--- src/rtl/ivt_pkg.sv ---
package ivt_pkg;
  localparam int BUS_W  = 32;
  localparam int ADDR_W = 4;

  localparam logic [ADDR_W-1:0] OFS_START = 4'h0;
  localparam logic [ADDR_W-1:0] OFS_COUNT = 4'h4;
  localparam logic [ADDR_W-1:0] OFS_CTRL  = 4'h8;
  localparam logic [ADDR_W-1:0] OFS_CLR   = 4'hC;

  localparam int BIT_RUN  = 7;
  localparam int BIT_PER  = 6;
  localparam int BIT_FAST = 3;

  typedef struct packed {
    logic run;
    logic periodic;
    logic fast;
  } ivt_ctrl_t;

  function automatic ivt_ctrl_t word_to_ctrl(input logic [BUS_W-1:0] w);
    ivt_ctrl_t c;
    c.run      = w[BIT_RUN];
    c.periodic = w[BIT_PER];
    c.fast     = w[BIT_FAST];
    return c;
  endfunction

  function automatic logic [BUS_W-1:0] ctrl_to_word(input ivt_ctrl_t c);
    logic [BUS_W-1:0] w;
    w           = '0;
    w[BIT_RUN]  = c.run;
    w[BIT_PER]  = c.periodic;
    w[BIT_FAST] = c.fast;
    return w;
  endfunction
endpackage

--- src/rtl/ivt_regs.sv ---
module ivt_regs
  import ivt_pkg::*;
#(
  parameter int CNT_W = 32
) (
  input  logic              clk,
  input  logic              rst_n,
  input  logic              bus_wr,
  input  logic [ADDR_W-1:0] bus_addr,
  input  logic [BUS_W-1:0]  bus_wdata,
  input  logic [CNT_W-1:0]  cnt,
  output ivt_ctrl_t         ctrl,
  output logic [CNT_W-1:0]  start_q,
  output logic              start_wr,
  output logic              clr_wr,
  output logic [BUS_W-1:0]  bus_rdata
);
  logic ctrl_wr;

  assign start_wr = bus_wr && (bus_addr == OFS_START);
  assign ctrl_wr  = bus_wr && (bus_addr == OFS_CTRL);
  assign clr_wr   = bus_wr && (bus_addr == OFS_CLR);

  always_ff @(posedge clk or negedge rst_n) begin
    if (!rst_n) begin
      ctrl    <= '0;
      start_q <= '0;
    end else begin
      if (ctrl_wr)  ctrl    <= word_to_ctrl(bus_wdata);
      if (start_wr) start_q <= bus_wdata[CNT_W-1:0];
    end
  end

  always_comb begin
    unique case (bus_addr)
      OFS_START: bus_rdata = BUS_W'(start_q);
      OFS_COUNT: bus_rdata = BUS_W'(cnt);
      OFS_CTRL:  bus_rdata = ctrl_to_word(ctrl);
      default:   bus_rdata = '0;
    endcase
  end

  generate
    if (CNT_W < BUS_W) begin : g_narrow
      logic unused_high;
      assign unused_high = ^bus_wdata[BUS_W-1:CNT_W];
    end
  endgenerate
endmodule

--- src/rtl/ivt_counter.sv ---
module ivt_counter
  import ivt_pkg::*;
#(
  parameter int CNT_W = 32
) (
  input  logic             clk,
  input  logic             rst_n,
  input  ivt_ctrl_t        ctrl,
  input  logic             tick_fast,
  input  logic             tick_slow,
  input  logic             preset,
  input  logic [CNT_W-1:0] preset_val,
  input  logic [CNT_W-1:0] start_q,
  output logic             step,
  output logic             underflow,
  output logic [CNT_W-1:0] cnt
);
  function automatic logic [CNT_W-1:0] next_count(
    input logic [CNT_W-1:0] cur,
    input logic             periodic,
    input logic [CNT_W-1:0] start
  );
    if (cur == '0) return periodic ? start : '1;
    return cur - 1'b1;
  endfunction

  logic tick_sel;

  assign tick_sel  = ctrl.fast ? tick_fast : tick_slow;
  assign step      = ctrl.run && tick_sel;
  assign underflow = step && (cnt == '0);

  always_ff @(posedge clk or negedge rst_n) begin
    if (!rst_n)      cnt <= '0;
    else if (preset) cnt <= preset_val;
    else if (step)   cnt <= next_count(cnt, ctrl.periodic, start_q);
  end
endmodule

--- src/rtl/ivt_irq.sv ---
module ivt_irq (
  input  logic clk,
  input  logic rst_n,
  input  logic underflow,
  input  logic clr_wr,
  output logic irq
);
  always_ff @(posedge clk or negedge rst_n) begin
    if (!rst_n)         irq <= 1'b0;
    else if (underflow) irq <= 1'b1;
    else if (clr_wr)    irq <= 1'b0;
  end
endmodule

--- src/rtl/ivt_channel.sv ---
module ivt_channel
  import ivt_pkg::*;
#(
  parameter int CNT_W = 32
) (
  input  logic        clk,
  input  logic        rst_n,
  input  logic        tick_fast,
  input  logic        tick_slow,
  input  logic        bus_wr,
  input  logic [3:0]  bus_addr,
  input  logic [31:0] bus_wdata,
  output logic [31:0] bus_rdata,
  output logic        irq
);
  ivt_ctrl_t        ctrl;
  logic [CNT_W-1:0] start_q;
  logic [CNT_W-1:0] cnt;
  logic             start_wr;
  logic             clr_wr;
  logic             preset;
  logic             step;
  logic             underflow;

  assign preset = start_wr && !ctrl.run;

  ivt_regs #(.CNT_W(CNT_W)) u_regs (
    .clk       (clk),
    .rst_n     (rst_n),
    .bus_wr    (bus_wr),
    .bus_addr  (bus_addr),
    .bus_wdata (bus_wdata),
    .cnt       (cnt),
    .ctrl      (ctrl),
    .start_q   (start_q),
    .start_wr  (start_wr),
    .clr_wr    (clr_wr),
    .bus_rdata (bus_rdata)
  );

  ivt_counter #(.CNT_W(CNT_W)) u_counter (
    .clk        (clk),
    .rst_n      (rst_n),
    .ctrl       (ctrl),
    .tick_fast  (tick_fast),
    .tick_slow  (tick_slow),
    .preset     (preset),
    .preset_val (bus_wdata[CNT_W-1:0]),
    .start_q    (start_q),
    .step       (step),
    .underflow  (underflow),
    .cnt        (cnt)
  );

  ivt_irq u_irq (
    .clk       (clk),
    .rst_n     (rst_n),
    .underflow (underflow),
    .clr_wr    (clr_wr),
    .irq       (irq)
  );
endmodule

--- config.mk ---
export PLATFORM = sky130hd
export DESIGN_NAME = ivt_channel
export DESIGN_NICKNAME = d
export VERILOG_FILES = /design/src/rtl/ivt_pkg.sv /design/src/rtl/ivt_regs.sv /design/src/rtl/ivt_counter.sv /design/src/rtl/ivt_irq.sv /design/src/rtl/ivt_channel.sv
export SDC_FILE = /design/constraint.sdc
export NUM_CORES = 1
export LEC_CHECK = 0
export BUFFER_PORTS_ARGS = -buffer_cell sky130_fd_sc_hd__buf_2
export CELL_PAD_IN_SITES_DETAIL_PLACEMENT = 0
export CELL_PAD_IN_SITES_GLOBAL_PLACEMENT = 2
export CORE_MARGIN = 3
export CORE_UTILIZATION = 35
export CTS_CLUSTER_DIAMETER = 30
export CTS_CLUSTER_SIZE = 20
export DETAILED_ROUTE_END_ITERATION = 8
export PLACE_DENSITY = 0.81
export SLEW_MARGIN = 40
export SYNTH_ARGS = -nofsm -noshare
export SYNTH_HDL_FRONTEND = slang
export SYNTH_SLANG_ARGS = --single-unit
--- constraint.sdc ---
create_clock -name clk -period 2.8 [get_ports clk]
set_clock_uncertainty 0.1 [all_clocks]
set_input_delay 0.14 -clock clk [delete_from_list [all_inputs] [get_ports clk]]
set_output_delay 0.14 -clock clk [all_outputs]
set_load 0.01 [all_outputs]
Word-level counts from Yosys, hierarchy flattened
Cells that the tools add are included.
- muxes and demuxes: 12
- equal/unequal tests: 3
- add/sub/neg operators: 1
- reduce and logical (&&, ||, !) cells: 11
- operators by type and width (operator ; count):
    $mux W32 ; 5
    $pmux W32 S3 ; 1
    $logic_not A32 Y1 ; 1
    $sub A32 B1 Y32 const B ; 1
    $eq A4 B4 Y1 const B ; 2
    $logic_and A1 B1 Y1 ; 6
    $mux W1 ; 6
    $eq A4 B3 Y1 const B ; 1
    $logic_not A4 Y1 ; 1
    $reduce_bool A2 Y1 ; 2
    $logic_not A1 Y1 ; 1
- flip-flop bits (word level): 68
- bits of input ports: 41

Depth between registers and ports, before layout
- depth after elaboration: 7
- depth in mapped cells: 10
- gate-level depth less buffers: 7

Modules after synthesis
A second synthesis with hierarchy kept.
- cell total of the unflattened synthesis: 471
- area total of the unflattened synthesis: 4529.3 µm²
- by module, submodules not included (module ; times used ; area each (µm²) ; seq. area each (µm²) ; cells an instance):
    ivt_counter ; 1 ; 2782.7 ; 800.8 ; 341
    ivt_regs ; 1 ; 1696.6 ; 875.8 ; 126
    ivt_irq ; 1 ; 36.3 ; 25.0 ; 3
    ivt_channel ; 1 ; 13.8 ; 0.0 ; 1

Worst setup path before layout
Ideal clock, no wire load.
- path type: register to register
- from: register u_counter.cnt[0]
- to: register u_counter.cnt[27]
- slack: 0.389 ns
- arrival time: 2.187 ns
- cell stages (with the launch flop): 10
- path buffers: 2
- path through: dfrtp_1 inv_1 ha_1 nor4b_1 nand4_2 buf_6 or3_1 clkbuf_1 or4_1 o2bb2ai_1
- word-level cells in the longest chain between the ends: 7
- elaborated cells on any way between the ends: 8
- classes of those cells: 1 x add/sub; 6 x mux; 1 x reduce/logical
- RTL lines (item ; line ; RTL):
    start: declaration ; ivt_counter.sv:16 ; output logic [CNT_W-1:0] cnt
    start signal: assignment ; ivt_counter.sv:35 ; else if (preset) cnt <= preset_val;
    start signal: assignment ; ivt_counter.sv:36 ; else if (step) cnt <= next_count(cnt, ctrl.periodic, start_q);
    parallel branches: the longest is 4 deep, another holds $sub A32 B1 Y32 ; - ;
    $mux W32 (*) ; ivt_counter.sv:24 ; return cur - 1'b1;
    $mux W32 (*) ; ivt_counter.sv:36 ;
    $mux W32 (*) ; ivt_counter.sv:35 ;
Mark *: on every way between the ends. The select of a mux whose other input is x is not followed.
A chain may end at the register's enable or synchronous reset.

Worst setup path after layout
- from: register u_counter.cnt[0]
- to: register u_counter.cnt[1]
The elaborated chain is that of the path after synthesis.

==> reports/results.ini <==
[outcome]
run_status=finished, final reports clean

[detailed_routing]
dr.pass1.iters=5
drt-initial-drc-count=231
wl_um=13580
postRouteAntennaNets=0
route.detailed.vias_per_inst=5.939
drc=0
detailroute.via_count=4080
avgRoutedWirePerCell_um=19.77

[synthesis]
synth_async_sr_flop_share_pct=100.0
synth-edff-count=0
post_synth_mux_area_share_pct=9.279
yosys.area_share.simple_pct=17.35
synth_top_cells_by_area=sky130_fd_sc_hd__dfrtp_1 (40%), sky130_fd_sc_hd__mux2_2 (9.0%), sky130_fd_sc_hd__a22o_1 (6.0%)
synth.top_cell.area_share_pct=40.19
ys.flop_type=sky130_fd_sc_hd__dfrtp_1
synth-seq-area-share_pct=40.19
synth.net_count=477
synth_compound_area_share_pct=24.20
area_of_the_mapped_netlist_um2=4234
synthesis.area_per_instance_um2=9.756
synth_area_leader_cell=sky130_fd_sc_hd__dfrtp_1
yosys.area_share.adder_pct=0.5910
synth.ff_latch_count=68
largest_family_of_logic_cells_by_synthesized_area=compound AO/OA/AOI/OAI gates
synthCells=434
ys.warnings.count=0
synth.lib_cells_used.distinct=56
yosys.area_share.xor_xnor_pct=3.310

[sta]
hold_violations_final=0
max_freq_ghz=0.3954
worst_slew_pin_slew_ps=775.0
max_slew_margin_pct=48.27
hold-worst-slack_ps=57.71
post-route-period-util_pct=90.32
setup_viol_count_final=0
drv_slew=0
worst_slack_ps=271.2
post-route-min-period_ps=2529
fin_setup_tns_ps=0
rsz0062_at_grt=false

[die]
area_of_the_core_region_um2=11610
floorplan.io_pins=74
starting_utilization_of_the_core_area_pct=36.46
die_area_um2=13450
row_count=39
die_w_um=116.0
fp.dieH_um=116.0

[clocking]
clock_latency_ps=330
clock-root-buffer=sky130_fd_sc_hd__clkbuf_16
worst_setup_hold_path_clk_slew_ps=60
clockBufferDepth=2
post_cts_resized=0
post_cts_buffers=0
holdBufCountCts=33
tritoncts_clock_tree=done
clock_sinks=68
numCtsBuffers=9
clock_tree.htree_level_count=3

[final_layout]
fillers=1129
synthToLayoutAreaGrowth_pct=28.31
nets=583
drive_above_1_share_pct=29.41
insertedDiodeCount=0

[critical_path]
criticalPathCategory=reg -> reg
critical_path_peak_fanout=21
wp_data_required_ps=2930
setup.worst_path.end_class=flip-flop
worstPathArrival_ps=2660
timing.critical_path.from_type=flip-flop

[global_route]
grt_antenna_before_repair=0
grt_start_max_net_pins=37
grt_first_pass_wirelength_um=21740
number_of_global_route_vias_before_repair=3898
groute.usage.overall_pct=20.76
gr-total-overflow=0

[placed_design]
placement.io_buffers=73
gpl.final_weighted_congestion=0.8655
dpl_worst_slack_ps=310.0
detailed_place_hpwl_um=9597

[flow_run]
cap_viol_max_count=0

[power]
irDropWorstVdd_mv=0.2796
power_density_nw_per_um2=813.7
static-leakage-power_nw=2.335

[hold_path]
timing.hold.worst.class=in -> reg

## synth_stat cells, drive strengths merged, types with 4 or more instances
cell,n
xnor2,12
nand2,10
o31ai,22
a22o,29
nor3,33
dfrtp,68
inv,8
nand3,8
mux2,34
buf,12
or3,6
o21ai,18
clkbuf,29
nor4,17
o22ai,4
nor2,27
o31a,5
nand4,7
o211ai,5
a31oi,4
a22oi,29
xor2,4
## worst paths after layout
check / from / endpoint / slack, ps / cells after the start
worst max-delay path: u_counter.cnt[0]$_DFFE_PN0P_ / u_counter.cnt[1]$_DFFE_PN0P_ / 270 / 8
worst min-delay path: bus_wr / u_irq.irq$_DFFE_PN0P_ / 60 / 3
worst max register to register: u_counter.cnt[0]$_DFFE_PN0P_ / u_counter.cnt[1]$_DFFE_PN0P_ / 270 / 8
worst min register to register: u_irq.irq$_DFFE_PN0P_ / u_irq.irq$_DFFE_PN0P_ / 380 / 1
max in group asynchronous: rst_n / u_counter.cnt[10]$_DFFE_PN0P_ / 1630 / 3
min in group asynchronous: rst_n / u_regs.start_q[10]$_DFFE_PN0P_ / 230 / 2
## metrics by stage
step / total power [W] / util [%] / instance area (um2) / std cells
3_5_place_dp: 0.003320 / 41.61 / 4832 / 639
5_1_grt: 0.004720 / 46.78 / 5433 / 687
4_1_cts: 0.004428 / 46.78 / 5433 / 687
6_report: 0.004421 / 46.78 / 5433 / 687
2_1_floorplan: 0.002824 / - / 4234 / 434
3_3_place_gp: 0.003287 / 41.59 / 4830 / 639
## layer usage
metal / track usage (%) / routed length [um] / vias to the layer above
met2: 31.53 / 5919 / 128
met5: 0 / 0 / -
met3: 2.977 / 631 / 16
met1: 30.38 / 6787 / 2036
met4: 7.038 / 244 / 0
li1: - / - / 1900
## report_power, final
group	leakage (nW)	internal (W)	switching (W)
clock	0.135	0.000640	0.000421
sequential	0.849	0.00129	0.000505
combinational	1.35	0.000757	0.000803
## state kept, by name (all words and copies together) (netlist names)
name	cells
u_counter.cnt	32
u_irq.irq	1
u_regs.ctrl	3
u_regs.start_q	32
## cells by family after synthesis
logic type | count (synthesis)
AOI/OAI and AO/OA | 136
and+or+nand+nor | 128
DFF | 68
buffers and inverters | 49
muxes | 35
xor gates and xnor gates | 16
adders and majority gates | 2
## layout by cell type (no fill, tap or decap), types with 4 or more instances in the layout
cell type,instances
sky130_fd_sc_hd__nor4_1,13
sky130_fd_sc_hd__o31a_1,5
sky130_fd_sc_hd__mux2_2,34
sky130_fd_sc_hd__o211ai_1,5
sky130_fd_sc_hd__xnor2_1,12
sky130_fd_sc_hd__dlygate4sd3_1,33
sky130_fd_sc_hd__o21ai_0,18
sky130_fd_sc_hd__or3_1,6
sky130_fd_sc_hd__a22oi_1,29
sky130_fd_sc_hd__o22ai_1,4
sky130_fd_sc_hd__inv_1,8
sky130_fd_sc_hd__nand2_1,10
sky130_fd_sc_hd__buf_2,72
sky130_fd_sc_hd__dfrtp_1,68
sky130_fd_sc_hd__a31oi_1,4
sky130_fd_sc_hd__a22o_1,29
sky130_fd_sc_hd__nand4_1,6
sky130_fd_sc_hd__clkbuf_16,9
sky130_fd_sc_hd__nor3_1,33
sky130_fd_sc_hd__xor2_1,4
sky130_fd_sc_hd__nand3_1,8
sky130_fd_sc_hd__buf_4,31
sky130_fd_sc_hd__o31ai_1,22
sky130_fd_sc_hd__nor2_1,26
## final cells by class
class / instances / area, um2 / share of cell area, %
multi-input combinational: 317 / 2328 / 42.86
sequential: 68 / 1702 / 31.32
timing repair buffer: 136 / 923.4 / 17.00
clock buffer: 13 / 260.3 / 4.790
tap: 143 / 178.9 / 3.293
inverter: 8 / 30.03 / 0.5527
clock inverter: 2 / 10.01 / 0.1842
## critical path, cell delays in order (launching register included)
cell and delay (ps):
sky130_fd_sc_hd__dfrtp_1 430, sky130_fd_sc_hd__inv_1 110, sky130_fd_sc_hd__ha_1 140, sky130_fd_sc_hd__nor4b_1 300, sky130_fd_sc_hd__nand4_2 180, sky130_fd_sc_hd__or3_1 470, sky130_fd_sc_hd__buf_4 250, sky130_fd_sc_hd__and2_0 190
sky130_fd_sc_hd__o31ai_1 250
Note: power is estimated with default switching activity, not from simulation.
